==> src/rtl/fcd_pkg.sv <==
package fcd_pkg;

  localparam int DATA_W   = 32;
  localparam int REG_AW   = 8;
  localparam int DONE_BIT = 11;

  localparam logic [REG_AW-1:0] OFS_STATUS = 8'h08;
  localparam logic [REG_AW-1:0] OFS_CTRL   = 8'h80;
  localparam logic [REG_AW-1:0] OFS_SRC    = 8'h84;
  localparam logic [REG_AW-1:0] OFS_DST    = 8'h88;
  localparam logic [REG_AW-1:0] OFS_LEN    = 8'h8C;

  typedef enum logic [1:0] {
    ST_IDLE    = 2'd0,
    ST_RD_REQ  = 2'd1,
    ST_RD_WAIT = 2'd2,
    ST_WR      = 2'd3
  } seq_state_e;

endpackage

==> src/rtl/fcd_ptr.sv <==
module fcd_ptr #(
  parameter int W    = 32,
  parameter int STEP = 4
) (
  input  logic         clk,
  input  logic         rst_n,
  input  logic         load,
  input  logic [W-1:0] load_val,
  input  logic         step,
  output logic [W-1:0] ptr
);

  logic [W-1:0] ptr_q;
  logic [W-1:0] ptr_d;
  logic         ptr_en;

  always_comb begin
    ptr_en = load | step;
    if (load) ptr_d = load_val;
    else      ptr_d = ptr_q + W'(STEP);
  end

  always_ff @(posedge clk or negedge rst_n) begin
    if (!rst_n)      ptr_q <= '0;
    else if (ptr_en) ptr_q <= ptr_d;
  end

  assign ptr = ptr_q;

endmodule

==> src/rtl/fcd_regs.sv <==
module fcd_regs
  import fcd_pkg::*;
#(
  parameter int ADDR_W = 32,
  parameter int LEN_W  = 16
) (
  input  logic              clk,
  input  logic              rst_n,
  input  logic              cfg_we,
  input  logic [REG_AW-1:0] cfg_addr,
  input  logic [DATA_W-1:0] cfg_wdata,
  output logic [DATA_W-1:0] cfg_rdata,
  input  logic              busy_i,
  input  logic              done_set_i,
  output logic              start_o,
  output logic [ADDR_W-1:0] src_o,
  output logic [ADDR_W-1:0] dst_o,
  output logic [LEN_W-1:0]  len_o
);

  logic              en_q, en_d;
  logic              done_q, done_d;
  logic [ADDR_W-1:0] src_q, dst_q;
  logic [LEN_W-1:0]  len_q;
  logic              hit_stat, hit_ctrl, hit_src, hit_dst, hit_len;
  logic              src_en, dst_en, len_en;

  // address decode and write enables
  always_comb begin
    hit_stat = cfg_we && (cfg_addr == OFS_STATUS);
    hit_ctrl = cfg_we && (cfg_addr == OFS_CTRL);
    hit_src  = cfg_we && (cfg_addr == OFS_SRC);
    hit_dst  = cfg_we && (cfg_addr == OFS_DST);
    hit_len  = cfg_we && (cfg_addr == OFS_LEN);
    src_en   = hit_src && !busy_i;
    dst_en   = hit_dst && !busy_i;
    len_en   = hit_len && !busy_i;
  end

  // start on a rising enable, completion flag next state
  always_comb begin
    en_d    = hit_ctrl ? cfg_wdata[0] : en_q;
    start_o = hit_ctrl && cfg_wdata[0] && !en_q && !busy_i;
    if (done_set_i)                           done_d = 1'b1;
    else if (start_o)                         done_d = 1'b0;
    else if (hit_stat && cfg_wdata[DONE_BIT]) done_d = 1'b0;
    else                                      done_d = done_q;
  end

  always_ff @(posedge clk or negedge rst_n) begin
    if (!rst_n) begin
      en_q   <= 1'b0;
      done_q <= 1'b0;
    end else begin
      en_q   <= en_d;
      done_q <= done_d;
    end
  end

  always_ff @(posedge clk or negedge rst_n) begin
    if (!rst_n)      src_q <= '0;
    else if (src_en) src_q <= cfg_wdata[ADDR_W-1:0];
  end

  always_ff @(posedge clk or negedge rst_n) begin
    if (!rst_n)      dst_q <= '0;
    else if (dst_en) dst_q <= cfg_wdata[ADDR_W-1:0];
  end

  always_ff @(posedge clk or negedge rst_n) begin
    if (!rst_n)      len_q <= '0;
    else if (len_en) len_q <= cfg_wdata[LEN_W-1:0];
  end

  // read-back mux
  always_comb begin
    cfg_rdata = '0;
    unique case (cfg_addr)
      OFS_STATUS: cfg_rdata[DONE_BIT] = done_q;
      OFS_CTRL:   cfg_rdata[0]        = en_q;
      OFS_SRC:    cfg_rdata           = DATA_W'(src_q);
      OFS_DST:    cfg_rdata           = DATA_W'(dst_q);
      OFS_LEN:    cfg_rdata           = DATA_W'(len_q);
      default:    cfg_rdata           = '0;
    endcase
  end

  assign src_o = src_q;
  assign dst_o = dst_q;
  assign len_o = len_q;

endmodule

==> src/rtl/fcd_seq.sv <==
module fcd_seq
  import fcd_pkg::*;
#(
  parameter int ADDR_W = 32,
  parameter int LEN_W  = 16
) (
  input  logic              clk,
  input  logic              rst_n,
  input  logic              start,
  input  logic [LEN_W-1:0]  len,
  input  logic [ADDR_W-1:0] src,
  input  logic [ADDR_W-1:0] dst,
  output logic              fl_req,
  output logic [ADDR_W-1:0] fl_addr,
  input  logic              fl_ready,
  input  logic              fl_rvalid,
  input  logic [DATA_W-1:0] fl_rdata,
  output logic              mem_wvalid,
  output logic [ADDR_W-1:0] mem_waddr,
  output logic [DATA_W-1:0] mem_wdata,
  input  logic              mem_wready,
  output logic              busy,
  output logic              xfer_done
);

  localparam int CNT_W = LEN_W - 1;

  seq_state_e        state_q, state_d;
  logic [CNT_W-1:0]  remain_q, remain_d, words;
  logic [DATA_W-1:0] data_q;
  logic              data_en, remain_en;
  logic              rd_acc, wr_acc, last_word;

  assign words = CNT_W'(({1'b0, len} + 3) >> 2);

  always_comb begin
    rd_acc    = (state_q == ST_RD_REQ) && fl_ready;
    wr_acc    = (state_q == ST_WR) && mem_wready;
    last_word = (remain_q == CNT_W'(1));
    data_en   = (state_q == ST_RD_WAIT) && fl_rvalid;
  end

  // next-state logic
  always_comb begin
    state_d   = state_q;
    remain_d  = remain_q;
    remain_en = 1'b0;
    xfer_done = 1'b0;
    unique case (state_q)
      ST_IDLE: begin
        if (start) begin
          remain_d  = words;
          remain_en = 1'b1;
          if (words == '0) xfer_done = 1'b1;
          else             state_d   = ST_RD_REQ;
        end
      end
      ST_RD_REQ:  if (fl_ready)  state_d = ST_RD_WAIT;
      ST_RD_WAIT: if (fl_rvalid) state_d = ST_WR;
      ST_WR: begin
        if (mem_wready) begin
          remain_d  = remain_q - CNT_W'(1);
          remain_en = 1'b1;
          if (last_word) begin
            state_d   = ST_IDLE;
            xfer_done = 1'b1;
          end else begin
            state_d   = ST_RD_REQ;
          end
        end
      end
      default: state_d = ST_IDLE;
    endcase
  end

  always_ff @(posedge clk or negedge rst_n) begin
    if (!rst_n) state_q <= ST_IDLE;
    else        state_q <= state_d;
  end

  always_ff @(posedge clk or negedge rst_n) begin
    if (!rst_n)         remain_q <= '0;
    else if (remain_en) remain_q <= remain_d;
  end

  always_ff @(posedge clk or negedge rst_n) begin
    if (!rst_n)       data_q <= '0;
    else if (data_en) data_q <= fl_rdata;
  end

  fcd_ptr #(.W(ADDR_W), .STEP(4)) u_src_ptr (
    .clk      (clk),
    .rst_n    (rst_n),
    .load     (start && (state_q == ST_IDLE)),
    .load_val (src),
    .step     (rd_acc),
    .ptr      (fl_addr)
  );

  fcd_ptr #(.W(ADDR_W), .STEP(4)) u_dst_ptr (
    .clk      (clk),
    .rst_n    (rst_n),
    .load     (start && (state_q == ST_IDLE)),
    .load_val (dst),
    .step     (wr_acc),
    .ptr      (mem_waddr)
  );

  assign fl_req     = (state_q == ST_RD_REQ);
  assign mem_wvalid = (state_q == ST_WR);
  assign mem_wdata  = data_q;
  assign busy       = (state_q != ST_IDLE);

endmodule

==> src/rtl/flash_copy_dma.sv <==
module flash_copy_dma
  import fcd_pkg::*;
#(
  parameter int ADDR_W = 32,
  parameter int LEN_W  = 16
) (
  input  logic              clk,
  input  logic              rst_n,
  input  logic              cfg_we,
  input  logic [7:0]        cfg_addr,
  input  logic [31:0]       cfg_wdata,
  output logic [31:0]       cfg_rdata,
  output logic              fl_req,
  output logic [ADDR_W-1:0] fl_addr,
  input  logic              fl_ready,
  input  logic              fl_rvalid,
  input  logic [31:0]       fl_rdata,
  output logic              mem_wvalid,
  output logic [ADDR_W-1:0] mem_waddr,
  output logic [31:0]       mem_wdata,
  input  logic              mem_wready
);

  logic [1:0]        rst_sync_q;
  logic              rst_n_int;
  logic              start;
  logic              busy;
  logic              xfer_done;
  logic [ADDR_W-1:0] src_cfg;
  logic [ADDR_W-1:0] dst_cfg;
  logic [LEN_W-1:0]  len_cfg;

  // assert asynchronously, release on the clock
  always_ff @(posedge clk or negedge rst_n) begin
    if (!rst_n) rst_sync_q <= 2'b00;
    else        rst_sync_q <= {rst_sync_q[0], 1'b1};
  end
  assign rst_n_int = rst_sync_q[1];

  fcd_regs #(.ADDR_W(ADDR_W), .LEN_W(LEN_W)) u_regs (
    .clk        (clk),
    .rst_n      (rst_n_int),
    .cfg_we     (cfg_we),
    .cfg_addr   (cfg_addr),
    .cfg_wdata  (cfg_wdata),
    .cfg_rdata  (cfg_rdata),
    .busy_i     (busy),
    .done_set_i (xfer_done),
    .start_o    (start),
    .src_o      (src_cfg),
    .dst_o      (dst_cfg),
    .len_o      (len_cfg)
  );

  fcd_seq #(.ADDR_W(ADDR_W), .LEN_W(LEN_W)) u_seq (
    .clk        (clk),
    .rst_n      (rst_n_int),
    .start      (start),
    .len        (len_cfg),
    .src        (src_cfg),
    .dst        (dst_cfg),
    .fl_req     (fl_req),
    .fl_addr    (fl_addr),
    .fl_ready   (fl_ready),
    .fl_rvalid  (fl_rvalid),
    .fl_rdata   (fl_rdata),
    .mem_wvalid (mem_wvalid),
    .mem_waddr  (mem_waddr),
    .mem_wdata  (mem_wdata),
    .mem_wready (mem_wready),
    .busy       (busy),
    .xfer_done  (xfer_done)
  );

endmodule

==> config.mk <==
export PLATFORM = sky130hd
export DESIGN_NAME = flash_copy_dma
export DESIGN_NICKNAME = d
export VERILOG_FILES = /design/src/rtl/fcd_pkg.sv /design/src/rtl/fcd_ptr.sv /design/src/rtl/fcd_regs.sv /design/src/rtl/fcd_seq.sv /design/src/rtl/flash_copy_dma.sv
export SDC_FILE = /design/constraint.sdc
export NUM_CORES = 1
export LEC_CHECK = 0
export BUFFER_PORTS_ARGS = -buffer_cell sky130_fd_sc_hd__clkbuf_2
export CORE_UTILIZATION = 25
export CTS_CLUSTER_DIAMETER = 40
export DETAILED_ROUTE_END_ITERATION = 7
export GPL_TIMING_DRIVEN = 0
export HOLD_SLACK_MARGIN = 0.15
export PLACE_DENSITY = 0.39
export RECOVER_POWER = 100
export SLEW_MARGIN = 15
export SYNTH_ARGS = -nofsm -noshare
export SYNTH_HDL_FRONTEND = slang
export SYNTH_SLANG_ARGS = --single-unit
export TNS_END_PERCENT = 20
==> constraint.sdc <==
create_clock -name clk -period 12.3 [get_ports clk]
set_input_delay 1.23 -clock clk [delete_from_list [all_inputs] [get_ports clk]]
set_output_delay 1.23 -clock clk [all_outputs]
set_load 0.02 [all_outputs]
==> impl_metrics.tcl <==
set metrics [dict create \
    antenna_found_initial 0 \
    synth_compound_area_share_pct 10.2 \
    min_path_type "flip-flop to async pin" \
    path_clk_slew_ps 80 \
    use_met1_pct 23.0 \
    r2r-start "rst_sync_q[1]" \
    post-cts-setup-buffers 0 \
    cts_root_buf "clkbuf_16" \
    numCtsBuffers 17 \
    criticalPathCategory "flip-flop to async pin" \
    dpl.hpwl_um 24500 \
    postCtsHoldBufs 0 \
    p_per_area_mw_per_mm2 174 \
    layout-drive-gt1-share_pct 20.4 \
    die_y_um 199 \
    worst_ir_drop_vdd_uv 103 \
    synthesis.nets 997 \
    wl_um 31900 \
    cts_resized 0 \
    rsz0062_at_grt "no" \
    cp-start-kind "flip-flop" \
    p_sw_uw 739 \
    wl_per_cell_um 19.1 \
    worstSkewPairLatency_ps 460 \
    drv_cap 5 \
    seq_area_frac_synth_pct 50.6 \
    grt_use_met3_pct 3.95 \
    drt-initial-drc-count 417 \
    ant_nets 0 \
    grt_max_degree 55 \
    firstDrtPassIters 6 \
    period_minus_slack_ps 6600 \
    yosys.area.top_type "dfrtp_1" \
    synthArstFlopShare_pct 100 \
    grt_use_met2_pct 25.4 \
    worst_slew_pin_slew_ps 3080 \
    io_buffers 206 \
    slew_violations 185 \
    ios 208 \
    syn_avg_cell_area_um2 10.7 \
    start_util_pct 25.6 \
    crit_start "rst_sync_q[1]" \
    outcome "finished, violations left" \
    via_per_inst 4.58 \
    finalSetupViolations 0 \
    synth.area.top_cells "dfrtp_1 (51%), mux2_2 (14%), a21oi_1 (4.5%)" \
    sw_frac_of_total_pct 35.8 \
    track_usage_pct 16.5 \
    h-tree-depth 4 \
    skew_ps 15.6 \
    diodes 0 \
    synthDominantCellAreaShare_pct 50.6 \
    grt_pass1_vias 7874 \
    synthCells 911 \
    synthAdderAreaFrac_pct 1.03 \
    finalHoldViolations 0 \
    die_width_um 199 \
    grt_pass1_wl_um 48900 \
    crit_path_end_kind "async pin" \
    yosys_warnings 0 \
    synth-simple-area-share_pct 14.1 \
    combPwrFrac_pct 27.9 \
    fin_crit_sh_pct 53.7 \
    overflow 0 \
    ys.flop_type "dfrtp_1" \
    area_growth_pct 21.8 \
    die-area_mm2 0.0398 \
    place_congestion 0.800 \
    maxSlewHeadroom_pct -106 \
    crit_fanout 52 \
    required_ps 12500 \
    syn-cell-area_mm2 0.00975 \
    synth_edf_count 0 \
    synth_top_family_by_area "multiplexers" \
    core.rowCount 71 \
    final_common_cell "dfrtp_1" \
    fmax_ghz 0.151 \
    violations "capacitance limit, slew limit" \
    ys_seq_elements 197 \
    tritoncts "built" \
    core_mm2 0.0380 \
    final_cell_mix "dfrtp_1 (197), clkbuf_1 (177), mux2_2 (118), nor2_1 (115), a21oi_1 (88)" \
    grt.busiest_layer "met2" \
    p_leak_nw 5.38 \
    muxShareOfSynthArea_pct 15.6 \
    cts_sinks 197 \
    power.total_mw 2.06 \
    fill_cells 4137 \
    ys_types 60 \
    synthXorXnorAreaFrac_pct 5.93 \
    worstPathArrival_ps 6800 \
    setup_tns_ps 0 \
    vias 7625 \
    cts_max_path_buffers 2 \
    p_int_mw 1.32 \
    pwr-share-clk_pct 30.5 \
    drcViolationCount 0 \
    nets 1226 \
    pwr-share-seq_pct 41.5 \
]
## kinds of logic (layout without fill, tap and decap cells)
kind of cell | count (synthesis) | count (layout)
AND/OR/NAND/NOR | 283 | 283
flip-flops | 197 | 197
AO/OA/AOI/OAI | 159 | 159
multiplexers | 136 | 136
XOR/XNOR | 66 | 66
buffers and inverters | 61 | 303
adder cells (fa/ha/maj) | 8 | 8
other | 1 | 1
## state kept, by name, summed over array words and instances (netlist names)
register and cells:
u_seq.remain_q 15, u_regs.dst_o 32, u_regs.len_o 16, u_seq.u_src_ptr.ptr 32
u_seq.state_q 2, rst_sync_q 2, u_regs.en_q 1, u_seq.u_dst_ptr.ptr 32
u_regs.src_o 32, u_seq.mem_wdata 32, u_regs.done_q 1
## metal layers
metal  share of wire [%]  vias up
li1                    -     3705
met1                  48     3720
met2                  45      179
met3                 5.5       21
met4                 1.5        0
met5                   0        -
## power by group through the flow
stage / Sequential (mW) / Clock [mW] / Combinational, mW
6_report: 0.857 / 0.630 / 0.576
5_1_grt: 0.874 / 0.676 / 0.631
4_1_cts: 0.858 / 0.654 / 0.618
3_5_place_dp: 0.870 / 0 / 0.616
3_3_place_gp: 0.881 / 0 / 0.599
2_1_floorplan: 0.950 / 0 / 0.312
## stage by stage
stage	setup slack [ps]	hold slack, ps	utilization [%]	cell area (um2)	instances
floorplan	6400	331	-	9750	911
global placement	3110	336	30.0	11400	1628
detailed placement	7670	246	30.3	11500	1632
CTS	7670	257	32.0	12200	1664
global route	4310	360	31.2	11900	1664
finish	5700	352	31.2	11900	1664
## cell usage after synthesis, types with 2 or more instances
library cell and n:
nor2b_1 9, a21oi_1 88, and4_1 9, o21ai_0 15
inv_1 13, nor4_1 13, ha_1 8, dfrtp_1 197
or3_1 3, nor3_1 14, a22o_1 18, and3_1 12
xor2_1 40, nand2_1 43, o211ai_1 2, o22a_1 4
nor2_1 115, nand4_1 15, o22ai_1 3, a21o_1 2
mux2_2 118, xnor2_1 26, o21a_1 4, a31oi_1 7
buf_1 8, and2_1 3, nand3_1 36, buf_2 7
nand2b_1 3, mux2i_1 16, nor3_2 2, clkbuf_1 30
## worst max-delay path: stages (launching register included)
cell and delay [ps]:
dfrtp_1 890, clkbuf_1 1700, clkbuf_1 2250, clkbuf_1 1460
## cell type report
type                    instances  area (um2)  area share, %
clock inverters                15         219           1.84
flip-flops and latches        197        4930           41.5
clock buffers                  17         425           3.58
repair buffers                210         885           7.45
multi-input cells             653        4540           38.3
inverters                      14        52.6          0.443
well taps                     511         639           5.39
plain buffers                  47         178           1.50
## worst paths after layout
path                                  end  slack, ps  depth (start not counted)
setup / recovery  u_seq.u_src_ptr.ptr[18]       5700                          3
hold / removal           u_seq.state_q[0]        350                          0
setup reg to reg  u_seq.u_src_ptr.ptr[18]       5700                          3
hold reg to reg          u_seq.state_q[0]        350                          0
max in group clk            cfg_rdata[30]       7240                          7
min in group clk            rst_sync_q[1]        350                          0
Note: power is estimated with default switching activity, not from simulation.
